$ cat config.mk
export PLATFORM = sky130hd
export DESIGN_NAME = refdiv_top
export DESIGN_NICKNAME = d
export VERILOG_FILES = /design/src/rtl/refdiv_pkg.sv /design/src/rtl/refdiv_prescale.sv /design/src/rtl/refdiv_clamp.sv /design/src/rtl/refdiv_downcnt.sv /design/src/rtl/refdiv_top.sv
export SDC_FILE = /design/constraint.sdc
export NUM_CORES = 1
export LEC_CHECK = 0
export BUFFER_PORTS_ARGS = -buffer_cell sky130_fd_sc_hd__buf_2
export CAP_MARGIN = 0
export CORE_ASPECT_RATIO = 2
export CORE_MARGIN = 4
export CORE_UTILIZATION = 40
export CTS_BUF_LIST = sky130_fd_sc_hd__clkbuf_8
export DETAILED_ROUTE_END_ITERATION = 6
export GPL_ROUTABILITY_DRIVEN = 0
export GPL_TIMING_DRIVEN = 0
export PLACE_DENSITY = 0.63
export SLEW_MARGIN = 10
export SYNTH_ARGS = -nofsm -noshare
export SYNTH_HDL_FRONTEND = slang
export SYNTH_SLANG_ARGS = --single-unit
$ cat constraint.sdc
create_clock -name clk_i -period 3.47 [get_ports clk_i]
set_input_delay 0.347 -clock clk_i [delete_from_list [all_inputs] [get_ports clk_i]]
set_output_delay 0.347 -clock clk_i [all_outputs]
set_load 0.005 [all_outputs]
$ cat src/rtl/refdiv_pkg.sv
package refdiv_pkg;

   localparam int PRESCALE  = 4;
   localparam int MIN_COUNT = 5;
   localparam int WIDE_W    = 14;
   localparam int NARROW_W  = 11;

   function automatic int cnt_width(input bit wide);
      return wide ? WIDE_W : NARROW_W;
   endfunction

endpackage

$ cat src/rtl/refdiv_prescale.sv
module refdiv_prescale #(
   parameter int DIV = 4
) (
   input  logic clk_i,
   input  logic rst_i,
   output logic tick_o
);
   localparam int PW = (DIV > 1) ? $clog2(DIV) : 1;
   localparam logic [PW-1:0] LAST = PW'(DIV - 1);

   if (DIV < 2 || (DIV & (DIV - 1)) != 0) begin : g_bad_div
      $error("refdiv_prescale: DIV must be a power of two of at least 2");
   end

   logic [PW-1:0] phase_q;

   always_ff @(posedge clk_i) begin
      if (rst_i) phase_q <= '0;
      else       phase_q <= phase_q + PW'(1);
   end

   assign tick_o = (phase_q == LAST);

endmodule

$ cat src/rtl/refdiv_clamp.sv
module refdiv_clamp #(
   parameter int W   = 14,
   parameter int MIN = 5
) (
   input  logic [W-1:0] raw_i,
   output logic [W-1:0] val_o
);
   if (MIN < 0 || MIN >= (1 << W)) begin : g_bad_min
      $error("refdiv_clamp: MIN does not fit in W bits");
   end

   if (MIN == 0) begin : g_pass
      assign val_o = raw_i;
   end else begin : g_floor
      localparam logic [W-1:0] FLOOR = W'(MIN);
      assign val_o = (raw_i < FLOOR) ? FLOOR : raw_i;
   end

endmodule

$ cat src/rtl/refdiv_downcnt.sv
module refdiv_downcnt #(
   parameter int W = 14
) (
   input  logic         clk_i,
   input  logic         rst_i,
   input  logic         step_i,
   input  logic [W-1:0] load_i,
   output logic [W-1:0] cnt_o,
   output logic         term_o
);
   localparam logic [W-1:0] ONE = W'(1);

   logic [W-1:0] cnt_q;
   logic         at_end;

   // a count of zero only exists right after reset and reloads at once
   assign at_end = (cnt_q <= ONE);

   always_ff @(posedge clk_i) begin
      if (rst_i)            cnt_q <= '0;
      else if (step_i) begin
         if (at_end)        cnt_q <= load_i;
         else               cnt_q <= cnt_q - ONE;
      end
   end

   assign cnt_o  = cnt_q;
   assign term_o = step_i && (cnt_q == ONE);

endmodule

$ cat src/rtl/refdiv_top.sv
module refdiv_top #(
   parameter bit WIDE_VARIANT = 1'b1,
   parameter int PRE_DIV      = refdiv_pkg::PRESCALE,
   parameter int MIN_CNT      = refdiv_pkg::MIN_COUNT
) (
   input  logic                                            clk_i,
   input  logic                                            rst_i,
   input  logic [refdiv_pkg::cnt_width(WIDE_VARIANT)-1:0] ratio_i,
   output logic                                            fr_o
);
   localparam int CNT_W   = refdiv_pkg::cnt_width(WIDE_VARIANT);
   localparam int CNT_MAX = (1 << CNT_W) - 1;

   if (MIN_CNT < 2 || MIN_CNT > CNT_MAX) begin : g_bad_floor
      $error("refdiv_top: MIN_CNT must lie between 2 and the counter maximum");
   end

   logic             pre_tick;
   logic [CNT_W-1:0] load_val;
   logic [CNT_W-1:0] cnt_q;
   logic             term;
   logic             fr_q;

   refdiv_prescale #(.DIV(PRE_DIV)) u_pre (
      .clk_i  (clk_i),
      .rst_i  (rst_i),
      .tick_o (pre_tick)
   );

   refdiv_clamp #(.W(CNT_W), .MIN(MIN_CNT)) u_clamp (
      .raw_i (ratio_i),
      .val_o (load_val)
   );

   refdiv_downcnt #(.W(CNT_W)) u_cnt (
      .clk_i  (clk_i),
      .rst_i  (rst_i),
      .step_i (pre_tick),
      .load_i (load_val),
      .cnt_o  (cnt_q),
      .term_o (term)
   );

   always_ff @(posedge clk_i) begin
      if (rst_i) fr_q <= 1'b0;
      else       fr_q <= term;
   end

   assign fr_o = fr_q;

endmodule

**Word level (Yosys, flattened, before mapping)**

Index checks and enable logic that the tools add are counted.

- Order comparisons: 2
- Add/sub/neg operators: 2
- Reduce and logical (&&, ||, !) cells: 1
- Muxes and demuxes: 2
- Equality and inequality tests: 2

Operators with widths:

| cell | count |
|---|---|
| $mux 14 | 2 |
| $eq 14x1->1 const B | 1 |
| $le 14x1->1 const B | 1 |
| $lt 14x3->1 const B | 1 |
| $sub 14x1->14 const B | 1 |
| $add 2x1->2 const B | 1 |
| $eq 2x2->1 const B | 1 |
| $logic_and 1x1->1 | 1 |

- Word-level logic and storage cells: 12
- Register bits: 17
- Output and inout port bits: 1

**Depth between registers and ports, before layout**

- Depth in word-level cells: 3
- Mapped depth: 8
- Gate-level depth less buffers: 6

**Hierarchy**

From an unflattened synthesis, not the netlist that was laid out.

- Cell total of the unflattened synthesis: 145
- Area, all modules: 1183.6 sq um

Modules (own cells, without submodules):

| module | times used | cells each | area each (sq um) |
|---|---|---|---|
| refdiv_downcnt | 1 | 118 | 972.2 |
| refdiv_clamp | 1 | 20 | 115.1 |
| refdiv_prescale | 1 | 5 | 62.6 |
| refdiv_top | 1 | 2 | 33.8 |

**Worst setup path before layout**

OpenSTA, ideal clock, no wires.

- Kind: reg2reg
- Start point: reg u_cnt.cnt_q[9], in the netlist u_cnt.cnt_o[9]
- End point: reg u_cnt.cnt_q[2], in the netlist u_cnt.cnt_o[2]
- Path slack: 1.496 ns
- Library setup time: 0.122 ns
- Arrival time: 1.852 ns
- Data required time: 3.348 ns
- Cell stages (with the launch flop): 7
- Cell sequence: dfxtp_1 or4_4 buf_6 nor4_4 buf_6 nand2_2 o311a_1

- Cells in the longest elaborated chain, start to end: 2

RTL lines:

| item | RTL line | source |
|---|---|---|
| from (decl) | refdiv_downcnt.sv:13 | `logic [W-1:0] cnt_q;` |
| from (signal assigned) | refdiv_downcnt.sv:22 | `if (at_end) cnt_q <= load_i;` |
| from (signal assigned) | refdiv_downcnt.sv:23 | `else cnt_q <= cnt_q - ONE;` |
| $le 14x1->1 | refdiv_downcnt.sv:17 | `assign at_end = (cnt_q <= ONE);` |
| $mux 14 | refdiv_downcnt.sv:22 |  |

No other way between the ends.
A chain may end at the register's enable or synchronous reset.

**Final worst setup path**

- Start point: reg u_cnt.cnt_q[9], in the netlist u_cnt.cnt_o[9]
- End point: reg u_cnt.cnt_q[13], in the netlist u_cnt.cnt_o[13]

- Cells in the longest elaborated chain, start to end: 2
- Elaborated cells between the ends (all ways): 3
- Those cells by class: add/sub (1); order compare (1); mux (1)

RTL lines:

| item | RTL line |
|---|---|
| $sub 14x1->14 / $le 14x1->1 (equally long branches) | refdiv_downcnt.sv:23, refdiv_downcnt.sv:17 |
| $mux 14 * | refdiv_downcnt.sv:22 |

Every way passes the cells marked *; elsewhere a longest branch is shown, timed or not.

==> results.sh <==
export IMPL_outcome="completed"
export IMPL_postRouteAntennaNets=0
export IMPL_post_route_cells_drive_above_1_share=0.243
export IMPL_synth_edff_count=0
export IMPL_place_detailed_instances=173
export IMPL_grt_max_degree=11
export IMPL_critPathSlowestCell="or4_4"
export IMPL_critPathBufInv=2
export IMPL_grt_pass1_vias=1172
export IMPL_critPathArrivalTime_ps=2390
export IMPL_flow_area_growth_from_synthesis_pct=14.4
export IMPL_cts_htree_levels=1
export IMPL_cts_made_buffers=3
export IMPL_timing_hold_worst_class="input pin to flop"
export IMPL_dr_total_vias=1119
export IMPL_numClockSinks=17
export IMPL_post_cts_resize_count=0
export IMPL_worst_r2r_cell_count=6
export IMPL_insertion_delay_ps=260
export IMPL_power_density_cell_area_nw_per_um2=483
export IMPL_synth_yosys_warnings=0
export IMPL_die_w_um=45.5
export IMPL_worstSetupStartpointType="flop"
export IMPL_detail_route_wl_per_cell_um=17.6
export IMPL_final_nets=168
export IMPL_ys_ff_latch=17
export IMPL_groute_usage_overall=0.182
export IMPL_insertedDiodeCount=0
export IMPL_crit_reg2reg_capture="u_cnt.cnt_o[13]"
export IMPL_hold_path_startpoint="ratio_i[2]"
export IMPL_postCtsHoldBufs=0
export IMPL_port_buffers=16
export IMPL_num_io_pins=17
export IMPL_layout_min_cycle_time_ps=2250
export IMPL_dominantRegCellSynth="dfxtp_1"
export IMPL_hold_depth=2
export IMPL_die_y_um=82.9
export IMPL_synthDistinctLibCells=52
export IMPL_worst_path_most_repeated_cell="buf_6"
export IMPL_fin_setup_tns_ps=0
export IMPL_design_die_area_um2=3770
export IMPL_slew_viol_final=0
export IMPL_synthArstFlopShare=0
export IMPL_min_to="u_cnt.cnt_o[2]"
export IMPL_clock_path_buffers=2
export IMPL_worst_path_dominant_cell_family="simple AND/OR/NAND/NOR gates"
export IMPL_setup_worst_path_class="flop to flop"
export IMPL_mostFrequentLayoutCells="buf_2, dfxtp_1, o21ai_0, nor4_1"
export IMPL_core_area_um2=2740
export IMPL_cts_root_buffer="clkbuf_8"
export IMPL_hold_violations=0
export IMPL_syn_nets=147
export IMPL_worst_endpoint_required_ps=3610
export IMPL_worstPathMaxFanout=10
export IMPL_first_iter_violations=36
export IMPL_cts_tree="yes"
export IMPL_antenna_violations_before_repair=0
export IMPL_floorplan_initialDensity=0.410
export IMPL_final_cell_count_no_fill=177
export IMPL_post_cts_setup_buffers=0
export IMPL_vdd_drop_max_mv=0.234
export IMPL_cap_viol_max_count=0
export IMPL_post_synth_cell_area_avg_um2=8.77
export IMPL_worst_path_largest_cell_delay_ps=560
export IMPL_viasPerCell=6.32
export IMPL_static_leakage_power_uw=0.000507
export IMPL_drc=0
export IMPL_synth_seq_area_share=0.303
export IMPL_worst_setup_path_end_kind="flop"
export IMPL_clock_skew_final_ps=2.25
export IMPL_path_clk_slew_ps=70
export IMPL_std_cell_rows=27
export IMPL_critical_path_cell_by_cell="or4_4 -> buf_6 -> nor4_4 -> buf_6 -> mux2i_1 -> o21ai_1"
export IMPL_synthesis_area_um2=1120
export IMPL_routed_wirelength_um=3110
export IMPL_worstMarginPinSlew_ps=757
export IMPL_grt_setup_unrepaired="false"
export IMPL_grt_pass1_wl_um=5230
export IMPL_reg2reg_slack_ps=1220
export IMPL_regToRegStartpoint="u_cnt.cnt_o[9]"
export IMPL_fmax_ghz=0.445
export IMPL_dr_pass1_iters=4
export IMPL_grt_overflow=0
export IMPL_slew_limit_headroom=0.490
export IMPL_detailed_place_hpwl_um=2350
export IMPL_post_synth_inst_count=128
export IMPL_share_of_the_cycle_needed_by_the_critical_path_after_routing=0.647
export IMPL_setup_viol=0
synth_stat cells (3+ instances only):
| master | instances | share of area |
|---|---|---|
| nor2b_1 | 4 | 0.022 |
| dfxtp_1 | 17 | 0.30 |
| or3_1 | 3 | 0.017 |
| a21oi_1 | 3 | 0.013 |
| nand3b_1 | 4 | 0.027 |
| or4_1 | 3 | 0.020 |
| mux2i_1 | 3 | 0.027 |
| a31oi_1 | 5 | 0.028 |
| nand3_1 | 4 | 0.018 |
| nor2_1 | 6 | 0.020 |
| inv_1 | 5 | 0.017 |
| nor3_1 | 6 | 0.027 |
| nand2_1 | 4 | 0.013 |
| o21ai_0 | 7 | 0.031 |
| nor4_1 | 7 | 0.039 |
| ha_1 | 3 | 0.033 |
report_power, final:
group | total, uW | internal, uW | switching (uW)
clock | 155 | 78.9 | 75.6
combinational | 242 | 107 | 135
sequential | 223 | 208 | 15.4
total | 620 | 394 | 226
flip-flops by register name, indices dropped and copies added, names as in the netlist:
signal / count
u_pre.phase_q: 2
u_cnt.cnt_o: 14
fr_o: 1
per-layer routing:
metal | wire length, um | track usage | part of all wire | vias to the layer above
li1 | - | - | - | 545
met1 | 1250 | 0.200 | 0.40 | 533
met2 | 1610 | 0.310 | 0.52 | 32
met3 | 132 | 0.0239 | 0.042 | 9
met4 | 116 | 0.104 | 0.037 | 0
met5 | 0 | 0 | 0 | -
area by class of cell:
| class | instances | area [um^2] |
|---|---|---|
| buffer | 7 | 56.3 |
| fill | 273 | 1450 |
| sequential | 17 | 340 |
| tap | 29 | 36.3 |
| clock inverter | 1 | 3.75 |
| timing repair buffer | 16 | 80.1 |
| multi-input combinational | 99 | 707 |
| clock buffer | 3 | 41.3 |
| inverter | 5 | 18.8 |
metrics by stage:
stage	area, um^2	utilization	total power, uW	hold slack, ps	setup WS, ps
after CTS	1280	0.469	619	357	1250
after global placement	1240	0.453	463	410	1270
final	1280	0.469	620	353	1220
after global routing	1280	0.469	654	375	1170
after detailed placement	1240	0.453	467	419	1270
after floorplan	1120	-	407	399	1500
worst register-to-register path: stages (launching register included):
cell	delay, ps
dfxtp_1	390
or4_4	560
buf_6	150
nor4_4	460
buf_6	230
mux2i_1	260
o21ai_1	90
worst max path at each step:
stage / slack (ps) / end / depth (start not counted) / start
6_report: 1220 / u_cnt.cnt_o[13] / 6 / u_cnt.cnt_o[9]
5_1_grt: 1170 / u_cnt.cnt_o[2] / 6 / u_cnt.cnt_o[9]
4_1_cts: 1250 / u_cnt.cnt_o[13] / 6 / u_cnt.cnt_o[9]
3_5_place_dp: 1270 / u_cnt.cnt_o[2] / 6 / u_cnt.cnt_o[9]
3_3_place_gp: 1270 / u_cnt.cnt_o[2] / 6 / u_cnt.cnt_o[9]
2_1_floorplan: 1500 / u_cnt.cnt_o[2] / 6 / u_cnt.cnt_o[9]
cell families after synthesis:
family / synth area share
flip-flops: 0.303
AND/OR/NAND/NOR: 0.327
adder cells (fa/ha/maj): 0.0334
multiplexers: 0.0268
AO/OA/AOI/OAI: 0.243
buffers and inverters: 0.0669
No activity file was read; power rests on OpenSTA's default activity.
